[src/rtl/pwx_pkg.sv]
package pwx_pkg;

    // primary opcodes of the partial-word instructions
    localparam logic [5:0] OPC_LOAD_LEFT   = 6'h22;
    localparam logic [5:0] OPC_LOAD_RIGHT  = 6'h26;
    localparam logic [5:0] OPC_STORE_LEFT  = 6'h2A;
    localparam logic [5:0] OPC_STORE_RIGHT = 6'h2E;

    typedef enum logic [2:0] {
        K_PLAIN = 3'd0,
        K_LL    = 3'd1,
        K_LR    = 3'd2,
        K_SL    = 3'd3,
        K_SR    = 3'd4
    } pw_kind_e;

    typedef enum logic {
        ST_EMPTY  = 1'b0,
        ST_LOADED = 1'b1
    } pw_state_e;

endpackage

[src/rtl/pwx_decode.sv]
module pwx_decode
    import pwx_pkg::*;
#(
    parameter int INSTR_W = 32,
    localparam int OPC_LSB = INSTR_W - 6
) (
    input  logic [INSTR_W-1:0] instr,
    output pw_kind_e           kind
);

    logic [5:0] opc;
    assign opc = instr[OPC_LSB +: 6];

    always_comb begin
        unique case (opc)
            OPC_LOAD_LEFT:   kind = K_LL;
            OPC_LOAD_RIGHT:  kind = K_LR;
            OPC_STORE_LEFT:  kind = K_SL;
            OPC_STORE_RIGHT: kind = K_SR;
            default:         kind = K_PLAIN;
        endcase
    end

endmodule

[src/rtl/pwx_load_merge.sv]
module pwx_load_merge
    import pwx_pkg::*;
#(
    parameter int BYTES = 4,
    localparam int OFF_W = $clog2(BYTES),
    localparam int DW = 8 * BYTES
) (
    input  pw_kind_e          kind,
    input  logic [OFF_W-1:0]  off,
    input  logic [DW-1:0]     reg_val,
    input  logic [DW-1:0]     mem_word,
    output logic [DW-1:0]     merged
);

    // byte arrays indexed by big-endian position (0 = most significant)
    logic [7:0] mem_b [BYTES];
    logic [7:0] reg_b [BYTES];

    for (genvar k = 0; k < BYTES; k++) begin : g_unpack
        assign mem_b[k] = mem_word[(BYTES-1-k)*8 +: 8];
        assign reg_b[k] = reg_val[(BYTES-1-k)*8 +: 8];
    end

    for (genvar j = 0; j < BYTES; j++) begin : g_pos
        logic             take;
        logic [OFF_W-1:0] src_idx;

        always_comb begin
            int src;
            int offi;
            offi = int'(off);
            take = 1'b0;
            src  = j;
            unique case (kind)
                K_LL: begin
                    take = (j < BYTES - offi);
                    src  = offi + j;
                end
                K_LR: begin
                    take = (j >= BYTES - 1 - offi);
                    src  = j - (BYTES - 1 - offi);
                end
                default: begin
                    take = (kind == K_PLAIN) || (kind == K_SL) || (kind == K_SR);
                    src  = j;
                end
            endcase
            src_idx = src[OFF_W-1:0];
        end

        assign merged[(BYTES-1-j)*8 +: 8] = take ? mem_b[src_idx] : reg_b[j];
    end

endmodule

[src/rtl/pwx_store_lane.sv]
module pwx_store_lane
    import pwx_pkg::*;
#(
    parameter int BYTES = 4,
    localparam int OFF_W = $clog2(BYTES),
    localparam int DW = 8 * BYTES
) (
    input  pw_kind_e          kind,
    input  logic [OFF_W-1:0]  off,
    input  logic [DW-1:0]     reg_val,
    output logic [DW-1:0]     wdata,
    output logic [BYTES-1:0]  be
);

    logic [7:0] reg_b [BYTES];

    for (genvar k = 0; k < BYTES; k++) begin : g_unpack
        assign reg_b[k] = reg_val[(BYTES-1-k)*8 +: 8];
    end

    // p is the memory position (0 = most significant lane)
    for (genvar p = 0; p < BYTES; p++) begin : g_lane
        logic             en;
        logic [OFF_W-1:0] src_idx;

        always_comb begin
            int src;
            int offi;
            offi = int'(off);
            en   = 1'b1;
            src  = p;
            unique case (kind)
                K_SL: begin
                    en  = (p >= offi);
                    src = p - offi;
                end
                K_SR: begin
                    en  = (p <= offi);
                    src = p + BYTES - 1 - offi;
                end
                default: begin
                    en  = 1'b1;
                    src = p;
                end
            endcase
            src_idx = src[OFF_W-1:0];
        end

        assign wdata[(BYTES-1-p)*8 +: 8] = reg_b[src_idx];
        assign be[BYTES-1-p]             = en;
    end

endmodule

[src/rtl/pwx_merge_top.sv]
module pwx_merge_top
    import pwx_pkg::*;
#(
    parameter int BYTES = 4,
    parameter int INSTR_W = 32,
    localparam int OFF_W = $clog2(BYTES),
    localparam int DW = 8 * BYTES
) (
    input  logic               clk,
    input  logic               rst,
    input  logic               in_valid,
    input  logic [INSTR_W-1:0] instr,
    input  logic [OFF_W-1:0]   addr_lo,
    input  logic [DW-1:0]      reg_val,
    input  logic [DW-1:0]      mem_word,
    output logic               out_valid,
    output logic [DW-1:0]      load_data,
    output logic [DW-1:0]      store_data,
    output logic [BYTES-1:0]   store_be
);

    pw_kind_e         kind_d;
    pw_kind_e         kind_q;
    logic [OFF_W-1:0] off_q;
    logic [DW-1:0]    merged_d;
    logic [DW-1:0]    wdata_d;
    logic [BYTES-1:0] be_d;
    pw_state_e        state_q;
    pw_state_e        state_d;

    pwx_decode #(.INSTR_W(INSTR_W)) u_dec (
        .instr (instr),
        .kind  (kind_d)
    );

    pwx_load_merge #(.BYTES(BYTES)) u_ld (
        .kind     (kind_d),
        .off      (addr_lo),
        .reg_val  (reg_val),
        .mem_word (mem_word),
        .merged   (merged_d)
    );

    pwx_store_lane #(.BYTES(BYTES)) u_st (
        .kind    (kind_d),
        .off     (addr_lo),
        .reg_val (reg_val),
        .wdata   (wdata_d),
        .be      (be_d)
    );

    // next-state: T_CAPTURE / T_DRAIN
    always_comb begin
        unique case (state_q)
            ST_EMPTY:  state_d = in_valid ? ST_LOADED : ST_EMPTY;
            ST_LOADED: state_d = in_valid ? ST_LOADED : ST_EMPTY;
            default:   state_d = ST_EMPTY;
        endcase
    end

    // state register
    always_ff @(posedge clk) begin
        if (rst) state_q <= ST_EMPTY;
        else     state_q <= state_d;
    end

    // output registers, loaded only on capture
    always_ff @(posedge clk) begin
        if (rst) begin
            load_data  <= '0;
            store_data <= '0;
            store_be   <= '0;
            kind_q     <= K_PLAIN;
            off_q      <= '0;
        end else if (in_valid) begin
            load_data  <= merged_d;
            store_data <= wdata_d;
            store_be   <= be_d;
            kind_q     <= kind_d;
            off_q      <= addr_lo;
        end
    end

    assign out_valid = (state_q == ST_LOADED);


    valid_rise_chk: assert property (@(posedge clk) disable iff (rst)
        in_valid |=> out_valid);


    valid_fall_chk: assert property (@(posedge clk) disable iff (rst)
        !in_valid |=> !out_valid);


    hold_outputs_chk: assert property (@(posedge clk) disable iff (rst)
        !in_valid |=> ($stable(load_data) && $stable(store_data) && $stable(store_be)));


    ll_full_word_chk: assert property (@(posedge clk) disable iff (rst)
        (in_valid && kind_d == K_LL && addr_lo == '0) |=> (load_data == $past(mem_word)));


    lr_full_word_chk: assert property (@(posedge clk) disable iff (rst)
        (in_valid && kind_d == K_LR && addr_lo == OFF_W'(BYTES-1)) |=> (load_data == $past(mem_word)));


    sl_mask_chk: assert property (@(posedge clk) disable iff (rst)
        (out_valid && kind_q == K_SL) |-> (store_be[0] && $countones(store_be) == BYTES - int'(off_q)));


    sr_mask_chk: assert property (@(posedge clk) disable iff (rst)
        (out_valid && kind_q == K_SR) |-> (store_be[BYTES-1] && $countones(store_be) == int'(off_q) + 1));


    plain_be_chk: assert property (@(posedge clk) disable iff (rst)
        (out_valid && (kind_q == K_PLAIN || kind_q == K_LL || kind_q == K_LR)) |-> (&store_be));

endmodule

[config.mk]
export PLATFORM = sky130hd
export DESIGN_NAME = pwx_merge_top
export DESIGN_NICKNAME = d
export VERILOG_FILES = /design/src/rtl/pwx_pkg.sv /design/src/rtl/pwx_decode.sv /design/src/rtl/pwx_load_merge.sv /design/src/rtl/pwx_store_lane.sv /design/src/rtl/pwx_merge_top.sv
export SDC_FILE = /design/constraint.sdc
export NUM_CORES = 1
export LEC_CHECK = 0
export ABC_AREA = 1
export BUFFER_PORTS_ARGS = -buffer_cell sky130_fd_sc_hd__buf_2
export CELL_PAD_IN_SITES_DETAIL_PLACEMENT = 0
export CELL_PAD_IN_SITES_GLOBAL_PLACEMENT = 1
export CORE_ASPECT_RATIO = 0.8
export CORE_MARGIN = 5
export CORE_UTILIZATION = 37
export CTS_BUF_LIST = sky130_fd_sc_hd__clkbuf_8 sky130_fd_sc_hd__clkbuf_16
export DETAILED_ROUTE_END_ITERATION = 16
export GPL_TIMING_DRIVEN = 1
export PLACE_DENSITY_LB_ADDON = 0.1
export SLEW_MARGIN = 30
export SYNTH_ARGS = -nofsm -noshare
export SYNTH_HDL_FRONTEND = slang
export SYNTH_SLANG_ARGS = --single-unit
[constraint.sdc]
create_clock -name clk -period 2.7 [get_ports clk]
set_input_delay 0.135 -clock clk [delete_from_list [all_inputs] [get_ports clk]]
set_output_delay 0.135 -clock clk [all_outputs]
set_load 0.02 [all_outputs]
==> results by group <==
Status
  – Outcome: finished, final reports clean

Pwr
  – Clock power share: 0.393
  – Max VDD drop: 0.3957 mV
  – Comb pwr share: 0.225
  – Leakage: 0.003407 µW
  – Sw frac: 0.3129
  – Internal power: 2031 µW
  – Seq pwr share: 0.383
  – PD cells: 485.3 nW/µm²
  – P_sw: 925.2 µW

Drt
  – Vias per inst: 5.188
  – First-pass DRT Iterations: 5
  – Wirelength per Cell: 16.43 µm
  – Via count: 5,899
  – Final antenna-violating net count: 0
  – Initial DRC Count: 443
  – WL final: 18.68 mm
  – Drt drc: 0

Yosys
  – Post-synthesis cell area: 5084 µm²
  – Register area share after synthesis: 0.2717
  – Post-synth top area cell: dfxtp_1
  – Synth Register Bits: 69
  – Ys Warns: 0
  – Syn Inst Count: 847
  – Mean Syn Cell Area: 6.002 µm²
  – Top cell type's share of synthesized area: 0.2717
  – Synth top area cells: dfxtp_1, nand2_1, nand3_1, inv_1, o211ai_1
  – Netlist cell types: 27
  – Net Count, Synth: 954

Clock tree
  – H-Tree Level Count: 3
  – Post_cts resized: 0
  – CTS Hold Buffers Added: 0
  – Root buffer cell: clkbuf_16
  – Clock Sinks: 69
  – Clk Latency, worst-skew pair: 0.34 ns
  – CTS Buf Count: 9
  – Worst-path clk slew: 0.05 ns
  – Post-CTS Setup Inserts: 0
  – Clock tree buffer depth: 2
  – CTS tree: yes

Global route
  – First-pass GRT wire length: 29.05 mm
  – Vias in the first global route: 5,528
  – Gr usage total: 0.2273
  – Grt total ovfl: 0
  – Initial antenna violation count: 0
  – Largest net degree at the start of global routing: 81

Final layout
  – Nets: 1,059
  – Synth-to-layout area growth: 19.84%
  – Multi-input gate area: 2938 µm²
  – Leading cell type in the layout, fill and taps excluded: nand2_1
  – Share of post-route cells with drive strength above 1: 0.2006
  – Filler Cells Inserted: 1,501
  – Number of diodes: 0
  – Most frequent cells in the layout: nand2_1, buf_2, inv_1
  – Fin util: 0.4512
  – Register area: 1381 µm²

Worst setup path
  – CP startpoint kind: input pin
  – CP arrival: 2.02 ns
  – Worst Path Required: 2.99 ns
  – Critical path fanouts, max: 80
  – Critical Setup Path Class: in2reg
  – Crit Reg-Reg Startpoint: load_data[25]$_SDFFE_PP0P_
  – Worst setup path startpoint: instr[28]
  – Worst Setup End Kind: register

Timing
  – Setup TNS: 0 ns
  – Final worst slack: 0.9624 ns
  – Clk_skew: 0 ns
  – Fmax: 575.5 MHz
  – Min Clock Period, post-route: 1.738 ns
  – Final Hold Vio Count: 0
  – Fin crit share: 0.6435
  – Fin Hold WS: 0.1251 ns
  – Least-Margin Pin Slew: 0.5393 ns
  – RSZ-0062 raised after global routing: false
  – # setup viols final: 0
  – Final Slew Violations: 0
  – Rel. slew slack: 0.6396

Floorplanning
  – Die height: 114.8 µm
  – Core Area: 13,500 µm²
  – Die area: 16,200 µm²
  – Die X: 141.1 µm
  – I/O Pins: 170
  – Initial Util: 0.3765
  – Core Rows: 38

Flow run
  – Max_cap viols: 0

Min path
  – Hold/Removal Path Class: in2reg
  – Min-delay src: reg_val[23]

Placed design
  – Pre-CTS setup slack: 0.6351 ns
  – IO buf count: 143
  – Gpl congestion: 0.9004
  – HPWL after detailed placement: 13.83 mm
[final timing paths]
path                                  to  slack (ns)  cells after the start
min reg2reg    load_data[4]$_SDFFE_PP0P_        0.46                      2
max          store_data[28]$_SDFFE_PP0P_        0.96                     11
min           load_data[23]$_SDFFE_PP0P_        0.13                      3
max reg2reg   load_data[25]$_SDFFE_PP0P_        1.99                      2
[critical path, cell delays in order]
cell and delay (ns):
buf_2 0.23, nand2_1 0.13, nand2_4 0.08, buf_4 0.35, nand2_2 0.14, buf_12 0.21, o21ai_0 0.31, nand2_1 0.09
nand3_1 0.18, nand2_1 0.07, inv_1 0.05
[cell families (layout without fill, tap and decap cells)]
kind of cell / Yosys count / count (layout) / share of synthesized area
buffers and inverters: 176 / 286 / 0.1504
DFF: 69 / 69 / 0.2717
AOI/OAI and AO/OA: 150 / 150 / 0.1738
adders and majority gates: 6 / 6 / 0.01477
and+or+nand+nor: 446 / 446 / 0.3894
[per-stage QoR]
stage	cell area, µm²	total power (µW)	cells
floorplan	5084	1563	847
global placement	5804	1804	1121
detailed placement	5804	1813	1121
CTS	6092	2983	1137
global route	6092	3108	1137
finish	6092	2957	1137
[registers in the layout, indices dropped and copies added (netlist names)]
register and count:
out_valid 1, load_data 32, store_be 4, store_data 32
[power by group through the flow]
stage          sequential, µW  clock (µW)  combinational, µW
2_1_floorplan            1230           0                332
3_3_place_gp             1150           0                653
3_5_place_dp             1150           0                661
4_1_cts                  1130        1190                664
5_1_grt                  1140        1230                742
6_report                 1130        1160                664
[final cells by class]
class,count,share of cell area
multi-input cells,602,0.4822
flip-flops and latches,69,0.2267
repair buffers,153,0.1339
inverters,117,0.07291
clock buffers,10,0.03923
well taps,180,0.03697
clock inverters,6,0.008010
[per-layer routing]
metal / GRT usage / vias up / part of all wire
met4: 0.07618 / 0 / 0.022
met1: 0.3126 / 2692 / 0.47
met5: 0 / - / 0
met3: 0.05738 / 27 / 0.072
li1: - / 2969 / -
met2: 0.3498 / 211 / 0.44
[synthesized netlist by cell type (all sizes together)]
| master | n |
|---|---|
| a21oi | 48 |
| a31oi | 3 |
| buf | 34 |
| clkbuf | 25 |
| dfxtp | 69 |
| ha | 6 |
| inv | 117 |
| nand2 | 229 |
| nand3 | 100 |
| nand4 | 34 |
| nor2 | 82 |
| nor3 | 1 |
| o211ai | 44 |
| o21ai | 54 |
| o221ai | 1 |
Note: power is estimated with default switching activity, not from simulation.
